## src/rtl/mesi_pkg.sv

```systemverilog
package mesi_pkg;

   typedef enum logic [1:0] {
      LS_INV = 2'd0,
      LS_SHR = 2'd1,
      LS_EXC = 2'd2,
      LS_MOD = 2'd3
   } line_st_t;

   typedef enum logic [2:0] {
      BC_NONE = 3'd0,
      BC_RD   = 3'd1,
      BC_RDX  = 3'd2,
      BC_UPG  = 3'd3,
      BC_WB   = 3'd4
   } bus_cmd_t;

   typedef enum logic [1:0] {
      F_IDLE   = 2'd0,
      F_ISSUE  = 2'd1,
      F_SAMPLE = 2'd2
   } req_fsm_t;

   localparam logic [1:0] OP_READ  = 2'd0;
   localparam logic [1:0] OP_WRITE = 2'd1;

endpackage

```

## src/rtl/mesi_line_store.sv

```systemverilog
module mesi_line_store
   import mesi_pkg::*;
#(
   parameter int LINES  = 4,
   parameter int TAG_W  = 4,
   parameter int DATA_W = 16
) (
   input  logic                     clk,
   input  logic                     rst_n,
   input  logic [$clog2(LINES)-1:0] a_ridx,
   output line_st_t                 a_rst,
   output logic [TAG_W-1:0]         a_rtag,
   output logic [DATA_W-1:0]        a_rdata,
   input  logic [$clog2(LINES)-1:0] b_ridx,
   output line_st_t                 b_rst,
   output logic [TAG_W-1:0]         b_rtag,
   output logic [DATA_W-1:0]        b_rdata,
   input  logic                     a_we,
   input  logic [$clog2(LINES)-1:0] a_widx,
   input  line_st_t                 a_wst,
   input  logic [TAG_W-1:0]         a_wtag,
   input  logic [DATA_W-1:0]        a_wdata,
   input  logic                     b_we,
   input  logic [$clog2(LINES)-1:0] b_widx,
   input  line_st_t                 b_wst
);
   localparam int IDX_W = $clog2(LINES);

   line_st_t            st_v  [LINES];
   logic [TAG_W-1:0]    tag_v [LINES];
   logic [DATA_W-1:0]   dat_v [LINES];

   for (genvar g = 0; g < LINES; g++) begin : g_line
      line_st_t          st_r;
      logic [TAG_W-1:0]  tag_r;
      logic [DATA_W-1:0] dat_r;
      logic              sel_a;
      logic              sel_b;

      assign sel_a = a_we && (a_widx == IDX_W'(g));
      assign sel_b = b_we && (b_widx == IDX_W'(g));

      // processor-side port wins over a snoop write to the same line
      always_ff @(posedge clk) begin
         if (!rst_n) begin
            st_r  <= LS_INV;
            tag_r <= '0;
            dat_r <= '0;
         end else if (sel_a) begin
            st_r  <= a_wst;
            tag_r <= a_wtag;
            dat_r <= a_wdata;
         end else if (sel_b) begin
            st_r  <= b_wst;
         end
      end

      assign st_v[g]  = st_r;
      assign tag_v[g] = tag_r;
      assign dat_v[g] = dat_r;
   end

   assign a_rst   = st_v[a_ridx];
   assign a_rtag  = tag_v[a_ridx];
   assign a_rdata = dat_v[a_ridx];
   assign b_rst   = st_v[b_ridx];
   assign b_rtag  = tag_v[b_ridx];
   assign b_rdata = dat_v[b_ridx];

endmodule

```

## src/rtl/mesi_snoop_resp.sv

```systemverilog
module mesi_snoop_resp
   import mesi_pkg::*;
#(
   parameter int TAG_W  = 4,
   parameter int DATA_W = 16
) (
   input  logic              clk,
   input  logic              rst_n,
   input  logic              snp_valid,
   input  logic [2:0]        snp_cmd,
   input  logic [TAG_W-1:0]  snp_tag,
   input  line_st_t          ln_st,
   input  logic [TAG_W-1:0]  ln_tag,
   input  logic [DATA_W-1:0] ln_data,
   output logic              upd_en,
   output line_st_t          upd_st,
   output logic              shared_out,
   output logic              flush_valid,
   output logic [DATA_W-1:0] flush_data
);
   logic hit;
   logic dirty;
   logic sh_d;
   logic fl_d;

   assign hit   = snp_valid && (ln_st != LS_INV) && (ln_tag == snp_tag);
   assign dirty = hit && (ln_st == LS_MOD);

   always_comb begin
      upd_en = 1'b0;
      upd_st = ln_st;
      sh_d   = 1'b0;
      fl_d   = 1'b0;
      case (bus_cmd_t'(snp_cmd))
         BC_RD: begin
            sh_d   = hit;
            fl_d   = dirty;
            upd_en = hit && (ln_st != LS_SHR);
            upd_st = LS_SHR;
         end
         BC_RDX, BC_UPG: begin
            fl_d   = dirty;
            upd_en = hit;
            upd_st = LS_INV;
         end
         default: ;
      endcase
   end

   // responses appear in the cycle after the snooped command
   always_ff @(posedge clk) begin
      if (!rst_n) begin
         shared_out  <= 1'b0;
         flush_valid <= 1'b0;
         flush_data  <= '0;
      end else begin
         shared_out  <= sh_d;
         flush_valid <= fl_d;
         if (fl_d) flush_data <= ln_data;
      end
   end

endmodule

```

## src/rtl/mesi_req_fsm.sv

```systemverilog
module mesi_req_fsm
   import mesi_pkg::*;
#(
   parameter int ADDR_W = 8,
   parameter int DATA_W = 16,
   parameter int IDX_W  = 2
) (
   input  logic                     clk,
   input  logic                     rst_n,
   input  logic                     cpu_valid,
   input  logic [1:0]               cpu_op,
   input  logic [ADDR_W-1:0]        cpu_addr,
   input  logic [DATA_W-1:0]        cpu_wdata,
   input  logic                     snp_valid,
   input  logic                     shared_in,
   input  logic [DATA_W-1:0]        mem_rdata,
   output logic [IDX_W-1:0]         lk_idx,
   input  line_st_t                 lk_st,
   input  logic [ADDR_W-IDX_W-1:0]  lk_tag,
   input  logic [DATA_W-1:0]        lk_data,
   output logic                     cpu_ready,
   output logic                     cpu_done,
   output logic [DATA_W-1:0]        cpu_rdata,
   output logic                     bus_valid,
   output logic [2:0]               bus_cmd,
   output logic [ADDR_W-1:0]        bus_addr,
   output logic [DATA_W-1:0]        bus_wdata,
   output logic                     wr_en,
   output line_st_t                 wr_st,
   output logic [ADDR_W-IDX_W-1:0]  wr_tag,
   output logic [DATA_W-1:0]        wr_data
);
   localparam int TAG_W = ADDR_W - IDX_W;

   req_fsm_t          fsm_q,   nx_fsm;
   bus_cmd_t          cmd_q,   nx_cmd;
   bus_cmd_t          fill_q,  nx_fill;
   logic              pend_q,  nx_pend;
   logic [ADDR_W-1:0] baddr_q, nx_baddr;
   logic [DATA_W-1:0] bwd_q,   nx_bwd;
   logic [ADDR_W-1:0] raddr_q, nx_raddr;
   logic [DATA_W-1:0] rwd_q,   nx_rwd;
   logic              done_d;
   logic [DATA_W-1:0] rdata_q, nx_rdata;

   logic              accept;
   logic [TAG_W-1:0]  c_tag;
   logic [IDX_W-1:0]  c_idx;
   logic              hit;
   logic              vic_dirty;
   logic              miss_go;
   bus_cmd_t          miss_cmd;

   assign cpu_ready = (fsm_q == F_IDLE) && !snp_valid;
   assign accept    = cpu_valid && cpu_ready;
   assign c_tag     = cpu_addr[ADDR_W-1:IDX_W];
   assign c_idx     = cpu_addr[IDX_W-1:0];
   assign lk_idx    = (fsm_q == F_IDLE) ? c_idx : raddr_q[IDX_W-1:0];
   assign hit       = (lk_st != LS_INV) && (lk_tag == c_tag);
   assign vic_dirty = (lk_st == LS_MOD) && (lk_tag != c_tag);

   always_comb begin
      nx_fsm   = fsm_q;
      nx_cmd   = cmd_q;
      nx_fill  = fill_q;
      nx_pend  = pend_q;
      nx_baddr = baddr_q;
      nx_bwd   = bwd_q;
      nx_raddr = raddr_q;
      nx_rwd   = rwd_q;
      nx_rdata = rdata_q;
      done_d   = 1'b0;
      wr_en    = 1'b0;
      wr_st    = lk_st;
      wr_tag   = lk_tag;
      wr_data  = lk_data;
      miss_go  = 1'b0;
      miss_cmd = BC_RD;
      case (fsm_q)
         F_IDLE: begin
            if (accept) begin
               nx_raddr = cpu_addr;
               nx_rwd   = cpu_wdata;
               nx_pend  = 1'b0;
               if (cpu_op == OP_READ) begin
                  if (hit) begin
                     done_d   = 1'b1;
                     nx_rdata = lk_data;
                  end else begin
                     miss_go  = 1'b1;
                     miss_cmd = BC_RD;
                  end
               end else if (cpu_op == OP_WRITE) begin
                  if (hit && lk_st == LS_SHR) begin
                     nx_cmd   = BC_UPG;
                     nx_baddr = cpu_addr;
                     nx_fsm   = F_ISSUE;
                  end else if (hit) begin
                     wr_en    = 1'b1;
                     wr_st    = LS_MOD;
                     wr_data  = cpu_wdata;
                     done_d   = 1'b1;
                     nx_rdata = cpu_wdata;
                  end else begin
                     miss_go  = 1'b1;
                     miss_cmd = BC_RDX;
                  end
               end else begin
                  if (hit && lk_st == LS_MOD) begin
                     nx_cmd   = BC_WB;
                     nx_baddr = cpu_addr;
                     nx_bwd   = lk_data;
                     nx_fsm   = F_ISSUE;
                  end else begin
                     if (hit) begin
                        wr_en = 1'b1;
                        wr_st = LS_INV;
                     end
                     done_d   = 1'b1;
                     nx_rdata = lk_data;
                  end
               end
               if (miss_go) begin
                  nx_fsm = F_ISSUE;
                  if (vic_dirty) begin
                     nx_cmd   = BC_WB;
                     nx_baddr = {lk_tag, c_idx};
                     nx_bwd   = lk_data;
                     nx_pend  = 1'b1;
                     nx_fill  = miss_cmd;
                  end else begin
                     nx_cmd   = miss_cmd;
                     nx_baddr = cpu_addr;
                  end
               end
            end
         end
         F_ISSUE: nx_fsm = F_SAMPLE;
         F_SAMPLE: begin
            nx_fsm = F_IDLE;
            case (cmd_q)
               BC_WB: begin
                  wr_en = 1'b1;
                  wr_st = LS_INV;
                  if (pend_q) begin
                     nx_cmd   = fill_q;
                     nx_baddr = raddr_q;
                     nx_pend  = 1'b0;
                     nx_fsm   = F_ISSUE;
                  end else begin
                     done_d   = 1'b1;
                     nx_rdata = bwd_q;
                  end
               end
               BC_RD: begin
                  wr_en    = 1'b1;
                  wr_st    = shared_in ? LS_SHR : LS_EXC;
                  wr_tag   = raddr_q[ADDR_W-1:IDX_W];
                  wr_data  = mem_rdata;
                  done_d   = 1'b1;
                  nx_rdata = mem_rdata;
               end
               BC_RDX, BC_UPG: begin
                  wr_en    = 1'b1;
                  wr_st    = LS_MOD;
                  wr_tag   = raddr_q[ADDR_W-1:IDX_W];
                  wr_data  = rwd_q;
                  done_d   = 1'b1;
                  nx_rdata = rwd_q;
               end
               default: ;
            endcase
         end
         default: nx_fsm = F_IDLE;
      endcase
   end

   always_ff @(posedge clk) begin
      if (!rst_n) begin
         fsm_q    <= F_IDLE;
         cmd_q    <= BC_NONE;
         fill_q   <= BC_NONE;
         pend_q   <= 1'b0;
         baddr_q  <= '0;
         bwd_q    <= '0;
         raddr_q  <= '0;
         rwd_q    <= '0;
         cpu_done <= 1'b0;
         rdata_q  <= '0;
      end else begin
         fsm_q    <= nx_fsm;
         cmd_q    <= nx_cmd;
         fill_q   <= nx_fill;
         pend_q   <= nx_pend;
         baddr_q  <= nx_baddr;
         bwd_q    <= nx_bwd;
         raddr_q  <= nx_raddr;
         rwd_q    <= nx_rwd;
         cpu_done <= done_d;
         rdata_q  <= nx_rdata;
      end
   end

   assign cpu_rdata = rdata_q;
   assign bus_valid = (fsm_q == F_ISSUE);
   assign bus_cmd   = bus_valid ? cmd_q : BC_NONE;
   assign bus_addr  = baddr_q;
   assign bus_wdata = bwd_q;

endmodule

```

## src/rtl/mesi_snoop_ctrl.sv

```systemverilog
module mesi_snoop_ctrl
   import mesi_pkg::*;
#(
   parameter int ADDR_W = 8,
   parameter int DATA_W = 16,
   parameter int LINES  = 4
) (
   input  logic              clk,
   input  logic              rst_n,
   input  logic              cpu_valid,
   input  logic [1:0]        cpu_op,
   input  logic [ADDR_W-1:0] cpu_addr,
   input  logic [DATA_W-1:0] cpu_wdata,
   output logic              cpu_ready,
   output logic              cpu_done,
   output logic [DATA_W-1:0] cpu_rdata,
   output logic              bus_valid,
   output logic [2:0]        bus_cmd,
   output logic [ADDR_W-1:0] bus_addr,
   output logic [DATA_W-1:0] bus_wdata,
   input  logic              snp_valid,
   input  logic [2:0]        snp_cmd,
   input  logic [ADDR_W-1:0] snp_addr,
   input  logic              shared_in,
   output logic              shared_out,
   output logic              flush_valid,
   output logic [DATA_W-1:0] flush_data,
   input  logic [DATA_W-1:0] mem_rdata
);
   localparam int IDX_W = $clog2(LINES);
   localparam int TAG_W = ADDR_W - IDX_W;

   if (LINES < 2 || (LINES & (LINES - 1)) != 0) begin : g_chk_lines
      $error("LINES must be a power of two of at least 2");
   end
   if (TAG_W < 1) begin : g_chk_tag
      $error("ADDR_W must exceed log2(LINES)");
   end
   if (DATA_W < 1) begin : g_chk_data
      $error("DATA_W must be positive");
   end

   logic [IDX_W-1:0]  lk_idx;
   line_st_t          lk_st;
   logic [TAG_W-1:0]  lk_tag;
   logic [DATA_W-1:0] lk_data;
   line_st_t          sn_st;
   logic [TAG_W-1:0]  sn_tag;
   logic [DATA_W-1:0] sn_data;
   logic              a_we;
   line_st_t          a_wst;
   logic [TAG_W-1:0]  a_wtag;
   logic [DATA_W-1:0] a_wdata;
   logic              b_we;
   line_st_t          b_wst;

   mesi_line_store #(
      .LINES  (LINES),
      .TAG_W  (TAG_W),
      .DATA_W (DATA_W)
   ) u_store (
      .clk     (clk),
      .rst_n   (rst_n),
      .a_ridx  (lk_idx),
      .a_rst   (lk_st),
      .a_rtag  (lk_tag),
      .a_rdata (lk_data),
      .b_ridx  (snp_addr[IDX_W-1:0]),
      .b_rst   (sn_st),
      .b_rtag  (sn_tag),
      .b_rdata (sn_data),
      .a_we    (a_we),
      .a_widx  (lk_idx),
      .a_wst   (a_wst),
      .a_wtag  (a_wtag),
      .a_wdata (a_wdata),
      .b_we    (b_we),
      .b_widx  (snp_addr[IDX_W-1:0]),
      .b_wst   (b_wst)
   );

   mesi_snoop_resp #(
      .TAG_W  (TAG_W),
      .DATA_W (DATA_W)
   ) u_snoop (
      .clk         (clk),
      .rst_n       (rst_n),
      .snp_valid   (snp_valid),
      .snp_cmd     (snp_cmd),
      .snp_tag     (snp_addr[ADDR_W-1:IDX_W]),
      .ln_st       (sn_st),
      .ln_tag      (sn_tag),
      .ln_data     (sn_data),
      .upd_en      (b_we),
      .upd_st      (b_wst),
      .shared_out  (shared_out),
      .flush_valid (flush_valid),
      .flush_data  (flush_data)
   );

   mesi_req_fsm #(
      .ADDR_W (ADDR_W),
      .DATA_W (DATA_W),
      .IDX_W  (IDX_W)
   ) u_fsm (
      .clk       (clk),
      .rst_n     (rst_n),
      .cpu_valid (cpu_valid),
      .cpu_op    (cpu_op),
      .cpu_addr  (cpu_addr),
      .cpu_wdata (cpu_wdata),
      .snp_valid (snp_valid),
      .shared_in (shared_in),
      .mem_rdata (mem_rdata),
      .lk_idx    (lk_idx),
      .lk_st     (lk_st),
      .lk_tag    (lk_tag),
      .lk_data   (lk_data),
      .cpu_ready (cpu_ready),
      .cpu_done  (cpu_done),
      .cpu_rdata (cpu_rdata),
      .bus_valid (bus_valid),
      .bus_cmd   (bus_cmd),
      .bus_addr  (bus_addr),
      .bus_wdata (bus_wdata),
      .wr_en     (a_we),
      .wr_st     (a_wst),
      .wr_tag    (a_wtag),
      .wr_data   (a_wdata)
   );

endmodule

```

## config.mk

```make
export PLATFORM = sky130hd
export DESIGN_NAME = mesi_snoop_ctrl
export DESIGN_NICKNAME = d
export VERILOG_FILES = /design/src/rtl/mesi_pkg.sv /design/src/rtl/mesi_line_store.sv /design/src/rtl/mesi_snoop_resp.sv /design/src/rtl/mesi_req_fsm.sv /design/src/rtl/mesi_snoop_ctrl.sv
export SDC_FILE = /design/constraint.sdc
export NUM_CORES = 1
export LEC_CHECK = 0
export ABC_AREA = 1
export ABC_CLOCK_PERIOD_IN_PS = 4700
export BUFFER_PORTS_ARGS = -buffer_cell sky130_fd_sc_hd__buf_2
export CAP_MARGIN = 25
export CORE_AREA = 2 2 149 151
export DETAILED_ROUTE_END_ITERATION = 12
export DIE_AREA = 0 0 151 153
export GPL_TIMING_DRIVEN = 0
export PLACE_DENSITY = 0.67
export SLEW_MARGIN = 10
export SYNTH_ARGS = -nofsm -noshare
export SYNTH_HDL_FRONTEND = slang
export SYNTH_HIERARCHICAL = 1
export SYNTH_SLANG_ARGS = --single-unit
```

## constraint.sdc

```tcl
create_clock -name clk -period 4.7 [get_ports clk]
set_input_delay 0.94 -clock clk [delete_from_list [all_inputs] [get_ports clk]]
set_output_delay 0.94 -clock clk [all_outputs]
set_load 0.01 [all_outputs]
```

Word level (Yosys, flattened, before mapping). Index checks and enable logic that the tools add are counted. W data, S select, Z words.

Add/sub/neg operators: 0. Bitwise logic cells: 2. Magnitude comparators: 2. Equal/unequal tests: 35. Divide/modulo/power cells: 0. Reduce and logical (&&, ||, !) cells: 42. Multipliers: 0. Muxes and demuxes: 124. Shift operators: 0.

Operator list (count): $mux W16 (22); $pmux W16 S2 (3); $mux W8 (9); $bmux W16 S2 (2); $mux W2 (29); $pmux W16 S3 (1); $mux W3 (13); $mux W6 (6); $bmux W6 S2 (2); $mux W1 (24); $logic_and A1 B1 Y1 (18); $ne A4 B4 Y1 const B (4); $pmux W8 S2 (1); $eq A2 B2 Y1 const B (7); $reduce_bool A2 Y1 (7); $eq A3 B2 Y1 const B (4); $eq A6 B6 Y1 (2); $pmux W2 S3 (2); $eq A2 B1 Y1 const B (5); $pmux W1 S2 (5); $bmux W2 S2 (2); $logic_not A2 Y1 (4); $ne A2 B1 Y1 const B (4); $pmux W2 S2 (2); 18 further kinds (27).

Output and inout bits: 64. Logic and storage cells: 230. ROM bits: 0. Bits in latches: 0. Register bits after elaboration: 188. Memories kept: 0. Bits in writable memories: 0.

Longest topological paths before layout. Gate-level depths: netlist of run 1.

Depth after elaboration: 17. Depth in mapped cells: 24. Gate-level depth less buffers: 21.

Hierarchy. The synthesis of run 1 kept the hierarchy.

By module, submodules not included: mesi_line_store (cells each 741, times used 1, sequential area each 1921.8 µm², area an instance 4870.9 µm²); mesi_req_fsm (cells each 715, times used 1, sequential area each 1461.4 µm², area an instance 4574.4 µm²); mesi_snoop_resp (cells each 186, times used 1, sequential area each 360.3 µm², area an instance 1112.3 µm²).

Worst setup path before layout of run 1. No wires, ideal clock.

Kind: input to register. Start point: input cpu_addr[1]. End point: register u_store.g_line[0].tag_r[0]. Data arrival time: 3684 ps. Buffers on the path: 3. Required time: 4584 ps. Setup slack: 900 ps. Stages on the path: 21. Cells stage by stage: nand2_1 o21ai_0 inv_1 clkbuf_1 o21ai_0 o22ai_1 inv_2 nand2_1 nand2_1 nor2_2 nand2_2 nor2_4 nand2_1 a21oi_1 nand2_1 o21ai_0 nand2_1 buf_6 buf_6 o21ai_0 nor2_1.

Longest elaborated chain between the ends: 14.

RTL lines: from (decl) (RTL line mesi_snoop_ctrl.sv:12) `input logic [ADDR_W-1:0] cpu_addr,`; $mux W2 (*) (RTL line mesi_req_fsm.sv:58) `assign lk_idx = (fsm_q == F_IDLE) ? c_idx : raddr_q[IDX_W-1:0];`; net lk_idx[1] (RTL line mesi_snoop_ctrl.sv:43) `logic [IDX_W-1:0] lk_idx;`; $not A2 Y3 (not written as such) (*) (RTL line mesi_line_store.sv:64) `assign a_rtag = tag_v[a_ridx];`; $bmux W6 S2 (*) (RTL line mesi_line_store.sv:64); $mux W6 (not written as such) (*) (2 in series) (RTL line mesi_line_store.sv:64); net lk_tag[1] (RTL line mesi_snoop_ctrl.sv:45) `logic [TAG_W-1:0] lk_tag;`; $eq A6 B6 Y1 (*) (RTL line mesi_req_fsm.sv:59) `assign hit = (lk_st != LS_INV) && (lk_tag == c_tag);`; $logic_and A1 B1 Y1 (*) (RTL line mesi_req_fsm.sv:59); $mux W1, or another cell as far along (RTL line mesi_req_fsm.sv:98, mesi_req_fsm.sv:115); $mux W1, on equally long branches (RTL line mesi_req_fsm.sv:109, mesi_req_fsm.sv:94); $mux W1 (*) (RTL line mesi_req_fsm.sv:93) `end else if (cpu_op == OP_WRITE) begin`; $mux W1 (*) (RTL line mesi_req_fsm.sv:85) `if (cpu_op == OP_READ) begin`; $mux W1 (*) (RTL line mesi_req_fsm.sv:81) `if (accept) begin`; $pmux W1 S2 (*) (RTL line mesi_req_fsm.sv:79) `case (fsm_q)`; net a_we (RTL line mesi_snoop_ctrl.sv:50) `logic a_we;`; $logic_and A1 B1 Y1 (*) (RTL line mesi_line_store.sv:40) `assign sel_a = a_we && (a_widx == IDX_W'(g));`; to (signal assigned) (RTL line mesi_line_store.sv:51) `tag_r <= a_wtag;`; to (decl) (RTL line mesi_line_store.sv:35) `logic [TAG_W-1:0] tag_r;`.

The timed path passes the listed nets; every way through them passes the cells marked *. The select of a mux whose other input is x is not followed. A chain may end at the register's enable or synchronous reset.

Final worst setup path of run 1.
Start point: register u_fsm.fsm_q[0]. End point: register u_store.g_line[3].dat_r[2].

Longest elaborated chain between the ends: 15.

RTL lines: from (decl) (RTL line mesi_req_fsm.sv:35) `req_fsm_t fsm_q, nx_fsm;`; from (signal assigned) (RTL line mesi_req_fsm.sv:191) `fsm_q <= nx_fsm;`; $logic_not A2 Y1 (*) (RTL line mesi_req_fsm.sv:58); $mux W2 (*) (RTL line mesi_req_fsm.sv:58); net lk_idx[0] (RTL line mesi_snoop_ctrl.sv:43); $not A2 Y3 (not written as such) (*) (RTL line mesi_line_store.sv:64); $bmux W6 S2 (*) (RTL line mesi_line_store.sv:64); $mux W6 (not written as such) (*) (2 in series) (RTL line mesi_line_store.sv:64); net lk_tag[4] (RTL line mesi_snoop_ctrl.sv:45); $eq A6 B6 Y1 (*) (RTL line mesi_req_fsm.sv:59); $logic_and A1 B1 Y1 (*) (RTL line mesi_req_fsm.sv:59); $mux W1, or another cell as far along (RTL line mesi_req_fsm.sv:98, mesi_req_fsm.sv:115); $mux W1, on equally long branches (RTL line mesi_req_fsm.sv:109, mesi_req_fsm.sv:94); $mux W1 (*) (RTL line mesi_req_fsm.sv:93); $mux W1 (*) (RTL line mesi_req_fsm.sv:85); $mux W1 (*) (RTL line mesi_req_fsm.sv:81); $pmux W1 S2 (*) (RTL line mesi_req_fsm.sv:79); net a_we (RTL line mesi_snoop_ctrl.sv:50); $logic_and A1 B1 Y1 (*) (RTL line mesi_line_store.sv:40); to (signal assigned) (RTL line mesi_line_store.sv:52) `dat_r <= a_wdata;`; to (decl) (RTL line mesi_line_store.sv:36) `logic [DATA_W-1:0] dat_r;`.

Marked as above.

==> results of run 1 <==
[worst max path at each step]
stage	start	to	slack, ns	cells past startpoint
final	u_fsm/fsm_q[0]	u_store/g_line[3].dat_r[2]	0.22	20
after global routing	u_fsm/fsm_q[0]	u_store/g_line[3].dat_r[11]	0.005	21
after CTS	u_fsm/fsm_q[0]	u_store/g_line[3].dat_r[9]	0.02	21
after detailed placement	u_fsm/fsm_q[0]	u_store/g_line[3].dat_r[2]	-0.73	21
after global placement	u_fsm/fsm_q[0]	u_store/g_line[3].dat_r[2]	-0.78	21
after floorplan	cpu_addr[1]	u_store/g_line[0].tag_r[0]	0.90	21
[stage by stage]
step | hold WS (ns) | setup TNS, ns | area (µm²)
finish | 0.4514 | 0 | 12150
global route | 0.4769 | 0 | 12150
CTS | 0.4521 | 0 | 12110
detailed placement | 0.4409 | -57.96 | 11510
global placement | 0.4344 | -64.33 | 11510
floorplan | 0.4245 | 0 | 10560
[state kept, by name, summed over array words and instances (netlist names), 2 cells and up]
signal and cells:
u_snoop/flush_data 16, u_store/g_line.tag_r 24, u_fsm/fsm_q 2, u_fsm/bus_wdata 16, u_store/g_line.st_r 8, u_fsm/cmd_q 3
u_store/g_line.dat_r 64, u_fsm/rwd_q 16, u_fsm/cpu_rdata 16, u_fsm/raddr_q 8, u_fsm/fill_q 2, u_fsm/bus_addr 8
[logic make-up (layout without fill, tap and decap cells)]
logic type	count (synthesis)	count (layout)	share of synthesized area [%]
AND/OR/NAND/NOR	672	672	26.23
AO/OA/AOI/OAI	488	488	26.14
buffers and inverters	294	448	12.09
flip-flops	187	187	35.46
XOR/XNOR	1	1	0.08297
[routing by layer]
layer / GRT usage [%] / vias to the layer above
met3: 6.985 / 97
met2: 50.13 / 696
met4: 11.75 / 0
li1: - / 5651
met5: 0 / -
met1: 44.06 / 5232
[repair_timing]
| action | 4_1_cts | 5_1_grt |
|---|---|---|
| setup buffers | 0 | 1 |
| resized for setup | 8 | 19 |
| pin swaps | 0 | 1 |
| setup endpoints to repair | 133 | 96 |
[synth_stat cells (4+ instances only)]
library cell  instances
buf_1                 5
a21oi_1              66
a211oi_1             19
a31oi_1              17
a211oi_2             14
buf_4                12
nand3_2               5
o211ai_1             25
dfxtp_1             187
inv_2                 8
nand4_1              20
nor2_4                4
nand2_1             230
clkbuf_1             58
buf_6                14
nor2_1              368
inv_1               179
o22ai_1              45
o21ai_1              14
buf_2                17
nand3b_1              4
nand2_2              11
o21ai_0             283
nor3_1                4
nand3_1              16
[critical path, cell delays in order (launching register included)]
cell and delay [ns]:
dfxtp_1 0.37, nor2_4 0.25, buf_2 0.35, nand2_1 0.11
o21ai_2 0.20, buf_4 0.26, clkbuf_2 0.29, o21ai_0 0.16
o22ai_2 0.31, inv_1 0.10, nand2_1 0.07, nand2_1 0.05
nor2_1 0.14, nand4_1 0.24, o21ai_0 0.23, nand2_1 0.07
o21ai_0 0.26, nand3_2 0.24, clkbuf_1 0.32, o21ai_0 0.28
a21oi_1 0.06
[area by class of cell]
class | count | area share (%)
multi-input cells | 1161 | 45.94
well taps | 280 | 2.884
repair buffers | 122 | 5.047
inverters | 188 | 5.819
clock inverters | 15 | 1.226
flip-flops and latches | 187 | 30.82
plain buffers | 106 | 4.769
clock buffers | 17 | 3.502
[power by group]
group / internal, mW / leakage [nW] / switching, mW / total [mW]
sequential: 1.67 / 1.52 / 0.0538 / 1.73
combinational: 0.380 / 3.40 / 0.948 / 1.33
clock: 0.711 / 0.283 / 0.738 / 1.45
[layout by cell type, fill, tap and decap left out, types with 14 or more instances in the layout]
| cell | synthesis | routed |
|---|---|---|
| clkbuf_1 | 58 | 50 |
| o211ai_1 | 25 | 25 |
| a211oi_2 | 14 | 14 |
| nand3_1 | 16 | 16 |
| nor2_1 | 368 | 368 |
| o21ai_0 | 283 | 279 |
| buf_2 | 17 | 140 |
| a21oi_1 | 66 | 66 |
| o22ai_1 | 45 | 40 |
| nand4_1 | 20 | 20 |
| buf_6 | 14 | 14 |
| a31oi_1 | 17 | 17 |
| nand2_1 | 230 | 230 |
| dfxtp_1 | 187 | 187 |
| inv_1 | 179 | 179 |
| o21ai_1 | 14 | 15 |
| clkbuf_16 | 0 | 17 |
| a211oi_1 | 19 | 19 |
==> metrics.md, run 1 <==
| Metric | Value |
|---|---|
| Hold_sp | u_fsm/rwd_q[3] |
| Initial Utilization | 49.14% |
| Hold endpoint | u_fsm/rwd_q[3] |
| Largest net degree at the start of global routing | 20 |
| DRT iter0 DRCs | 1335 |
| GRT Util Overall | 32.28% |
| Worst EP required | 5.03 ns |
| WL/cell | 18.16 µm |
| Cell Count Post-Placement | 2043 |
| Register area share after synthesis | 35.46% |
| Fillers | 2223 |
| Highest routed layer | met4 |
| Synth Register Bits | 187 |
| Sequential cell area | 3744 µm² |
| Mean post-synth cell area | 6.430 µm² |
| Routed wire length | 37710 µm |
| DP Worst Slack | -0.7316 ns |
| WL met2 | 16640 µm |
| Die W | 151 µm |
| RePlAce Congestion | 1.011 |
| Synth Instances | 1642 |
| Die Area | 23100 µm² |
| Worst reg2reg path endpoint | u_store/g_line[3].dat_r[2] |
| Yosys top cell area share | 35.46% |
| Final setup fails | 0 |
| Synth warn | 6 |
| Final period util | 95.27% |
| Worst Hold Depth | 2 |
| Final setup margin | 0.2225 ns |
| Initial antenna violation count | 0 |
| Crit path kind | reg2reg |
| Input/output buffers | 121 |
| Longest Clk Path Bufs | 2 |
| First-pass GRT wire length | 57240 µm |
| DRC violations left | 0 |
| Critical Path End Type | flop |
| Post-Syn Area | 10560 µm² |
| Largest cells by area after synthesis | dfxtp_1 (35%), o21ai_0 (13%), nor2_1 (13%) |
| Non-filler cells, final | 2076 |
| Via count | 11680 |
| Arrival @ worst endpoint | 4.81 ns |
| CTS tree | built |
| Post-synth top area cell | dfxtp_1 |
| Worst R2R Start | u_fsm/fsm_q[0] |
| Max Cap Viol | 0 |
| Area Growth Syn to Fin | 15.06% |
| Footprint of the multi-input gates | 5580 µm² |
| CTS sink count | 187 |
| Leakage | 5.203 nW |
| Worst R2R Path Depth | 20 |
| Final #Nets | 1841 |
| Worst Skew | 0.01345 ns |
| Final Hold Vio Count | 0 |
| Worst setup SP type | flop |
| Clock transition at path regs | 0.08 ns |
| HPWL reported at the end of detailed placement | 27830 µm |
| Hold Crit Class | reg2reg |
| TritonCTS Buffers | 17 |
| 1st-pass router iterations | 6 |
| Gr ovfl total | 0 |
| Core area | 21490 µm² |
| Chip Height | 153 µm |
| Synth Flop Type | dfxtp_1 |
| Number of top-level pins | 122 |
| Pwr per Cell Area | 370.8 nW/µm² |
| Vias in the first global route | 10340 |
| Deepest level of the CTS H-tree | 4 |
| Routed Antenna Nets | 0 |
| Distinct cells, synth | 39 |
| Clock Latency Late Sink | 0.45 ns |
| FFs w/ async S/R, synth | 0% |
| Met3 wire len | 3840 µm |
| RSZ-0062 raised after global routing | no |
| EDFF count, synth | 0 |
| Antenna diodes | 0 |
| Slew Limit Fails | 0 |
| Tightest Pin Transition | 0.9341 ns |
| Worst Path Max Fanout | 10 |
| Share of layout cells above drive strength 1 | 14.87% |
| Root Buffer | clkbuf_16 |
| M1 WL | 15950 µm |
| Slew margin rel. | 37.73% |
| Post-CTS Hold Buffers | 0 |
| Max Clk Rate | 223.3 MHz |
| Synth Net Count | 1700 |
| Status | complete, no violations |
| # rows | 54 |
| Crit path time final | 4.478 ns |
| R2R setup slack | 0.22 ns |
| Worst-case vdd ir drop | 251.7 µV |
| Total power | 4.504 mW |
| Core Util, Final | 56.54% |
| Vias per inst | 5.624 |
No activity file was read; power rests on OpenSTA's default activity.
==> inputs of run 2 (changes only) <==
Settings changed: ABC_AREA 1 to unset, CORE_AREA 2 2 149 151 to 2 2 148 150, DIE_AREA 0 0 151 153 to 0 0 150 152.
==> metrics.md, run 2 <==
| Metric | Value |
|---|---|
| RePlAce Congestion | 0.9351 (-7.5%) |
| Final #Nets | 1420 (-23%) |
| Synth warn | 6 (unchanged) |
| Largest Register | u_store/g_line.dat_r |
| Most common cell in the netlist | nand2_1 |
| DP Worst Slack | -0.2553 ns (+0.4764 ns) |
| Yosys top cell area share | 35.79% (+0.33 points) |
| Synth Flop Type | dfxtp_1 |
| Share of layout cells above drive strength 1 | 23.05% (+8.2 points) |
| Fillers | 2013 (-9.4%) |
| GRT Util Overall | 28.99% (-3.3 points) |
| Post-Syn Area | 10460 µm² (-0.91%) |
| Most frequent cells after synthesis | nand2_1 (364), dfxtp_1 (187), a21boi_0 (78) |
| Max Clk Rate | 222.2 MHz (-0.51%) |
| Crit path time final | 4.500 ns (+0.02287 ns) |
| Routed wire length | 33520 µm (-11%) |
| Cell Count Post-Placement | 1621 (-21%) |
| Crit-path most repeated cell | nand2_1 |
| Vias per inst | 5.857 (+4.1%) |
| Arrival @ worst endpoint | 4.86 ns (+0.05 ns) |
| Worst EP required | 5.06 ns (+0.03 ns) |
| DRC violations left | 0 (unchanged) |
| Commonest non-fill, non-tap cells in the layout | nand2_1 (364), dfxtp_1 (187), buf_2 (143) |
| Worst Skew | 0.01094 ns (-0.002519 ns) |
| Routed Antenna Nets | 0 (unchanged) |
| Critical Path End Type | flop |
| Root Buffer | clkbuf_16 |
| Input/output buffers | 119 (-1.7%) |
| Area Growth Syn to Fin | 16.37% |
| Worst Hold Slack | 0.4562 ns (+0.004855 ns) |
| FFs w/ async S/R, synth | 0% (unchanged) |
| Tightest Pin Transition | 0.8847 ns (-0.04938 ns) |
| Crit path max-delay cell type | mux4_2 |
| Register area share after synthesis | 35.79% (+0.33 points) |
| Largest regs | u_store/g_line.dat_r x64, u_store/g_line.tag_r x24 |
| Post-layout instance area | 12170 µm² (+0.22%) |
| Crit path kind | reg2reg |
| Deepest level of the CTS H-tree | 4 (unchanged) |
| CTS sink count | 187 (unchanged) |
| Clock transition at path regs | 0.08 ns (about the same) |
| Total power | 3.480 mW (-23%) |
| Worst-case vdd ir drop | 212.4 µV (-16%) |
| Slew Limit Fails | 0 (unchanged) |
| # rows | 54 (unchanged) |
| Final Hold Vio Count | 0 (unchanged) |
| Number of top-level pins | 122 (unchanged) |
| Synth Register Bits | 187 (unchanged) |
| Gr ovfl total | 0 (unchanged) |
| Slowest stage delay, CP | 0.58 ns (+0.21 ns) |
| Mean post-synth cell area | 8.561 µm² (+33%) |
| Synth Net Count | 1280 (-25%) |
| Core Util, Final | 57.02% (+0.48 points) |
| Critical-path cell list | clkbuf_2 -> clkbuf_4 -> nor2_2 -> nand2_1 -> nand2_1 -> clkbuf_4 -> buf_8 -> mux4_2 -> xor2_1 -> nor4_4 -> buf_6 -> and2_1 -> and3_1 -> buf_2 -> buf_2 -> a21oi_1 -> o22ai_1 -> nand2_1 -> a21boi_0 |
| 1st-pass router iterations | 7 (+1) |
| Synth Instances | 1222 (-26%) |
| Pwr per Cell Area | 285.9 nW/µm² (-23%) |
| Core area | 21350 µm² (-0.63%) |
| Worst Path Max Fanout | 10 (unchanged) |
| Non-filler cells, final | 1655 (-20%) |
| Worst setup SP type | flop |
| DRT iter0 DRCs | 885 (-34%) |
| HPWL reported at the end of detailed placement | 25070 µm (-9.9%) |
| Final setup fails | 0 (unchanged) |
| Final setup margin | 0.1996 ns (-0.02288 ns) |
| Clock Latency Late Sink | 0.44 ns (about the same) |
| Max FFs per register | 64 (unchanged) |
| Status | complete, no violations |
| Max Cap Viol | 0 (unchanged) |
| Chip Height | 152 µm (-0.65%) |
| Post-synth top area cell | dfxtp_1 |
| EDFF count, synth | 0 (unchanged) |
| Vias in the first global route | 8991 (-13%) |
| Slew margin rel. | 40.90% (+3.2 points) |
| TritonCTS Buffers | 17 (unchanged) |
| Initial antenna violation count | 0 (unchanged) |
| Antenna diodes | 0 (unchanged) |
| Longest Clk Path Bufs | 2 (unchanged) |
| Setup TNS | 0 ns (unchanged) |
| Distinct cells, synth | 70 (+79%) |
| WL/cell | 20.25 µm (+12%) |
| Initial Utilization | 49.00% (-0.14 points) |
| Kind of cell adding the most delay to the critical path | buffers and inverters |
| Final period util | 95.75% (+0.49 points) |
| Leakage | 4.611 nW (-11%) |
| Largest net degree at the start of global routing | 18 (-10%) |
| DP Area | 11410 µm² (-0.92%) |
| Die W | 150 µm (-0.66%) |
| Via count | 9694 (-17%) |
| Worst Path Buf+Inv | 7 (+2) |
| First-pass GRT wire length | 50750 µm (-11%) |
| Most common library cell in the layout ignoring fill and taps | nand2_1 |
| Hold Crit Class | reg2reg |
| Largest cells by area after synthesis | dfxtp_1 (36%), nand2_1 (13%), mux4_2 (10%) |
| CTS tree | built |
| Die Area | 22800 µm² (-1.3%) |
## run 2: logic make-up after synthesis
family                 share of synthesized area [%]
buffers and inverters                          5.765
flip-flops                                     35.79
AND/OR/NAND/NOR                                19.18
AO/OA/AOI/OAI                                  20.00
multiplexers                                   17.88
XOR/XNOR                                       1.387
## run 2: metal layers
| metal | part of all wire (%) | wire (µm) | vias up | GRT usage [%] |
|---|---|---|---|---|
| met5 | 0 | 0 | - | 0 |
| met4 | 3.7 | 1256 | 0 | 11.90 |
| met2 | 45 | 15160 | 451 | 45.49 |
| met3 | 8.0 | 2672 | 91 | 4.264 |
| met1 | 43 | 14430 | 4588 | 40.06 |
| li1 | - | - | 4564 | - |
## run 2: final cells by class
type	instances	area, µm²	share of cell area, %
Buffer	105	565.5	4.645
Clock buffer	20	466.7	3.834
Clock inverter	12	127.6	1.048
Inverter	19	71.32	0.5858
Multi-Input combinational cell	910	6231	51.18
Sequential cell	187	3744	30.75
Tap cell	280	350.3	2.878
Timing Repair Buffer	122	618.1	5.077
## run 2: path summary, 6_finish.rpt
path | start | end | slack [ns] | depth (start not counted)
hold / removal | u_fsm/rwd_q[0] | u_fsm/rwd_q[0] | 0.46 | 2
setup reg to reg | u_fsm/fsm_q[1] | u_store/g_line[1].dat_r[10] | 0.20 | 19
hold reg to reg | u_fsm/rwd_q[0] | u_fsm/rwd_q[0] | 0.46 | 2
setup / recovery | u_fsm/fsm_q[1] | u_store/g_line[1].dat_r[10] | 0.20 | 19
## run 2: timing repair
item / CTS / global route
hold buffers: 0 / 0
cloned: 0 / 0
buffers inserted: 3 / 0
pin swaps: 2 / 3
endpoints found under the setup margin: 94 / 95
resized for setup: 11 / 26
## run 2: power by group
group | switching (mW) | internal (mW) | total, mW
Sequential | 0.0121 | 1.60 | 1.62
Combinational | 0.242 | 0.149 | 0.391
Clock | 0.683 | 0.791 | 1.47
## run 2: worst min-delay path: stages, from the launching register on
cell     delay (ns)
dfxtp_1        0.31
nand2_1        0.05
a21oi_1        0.05
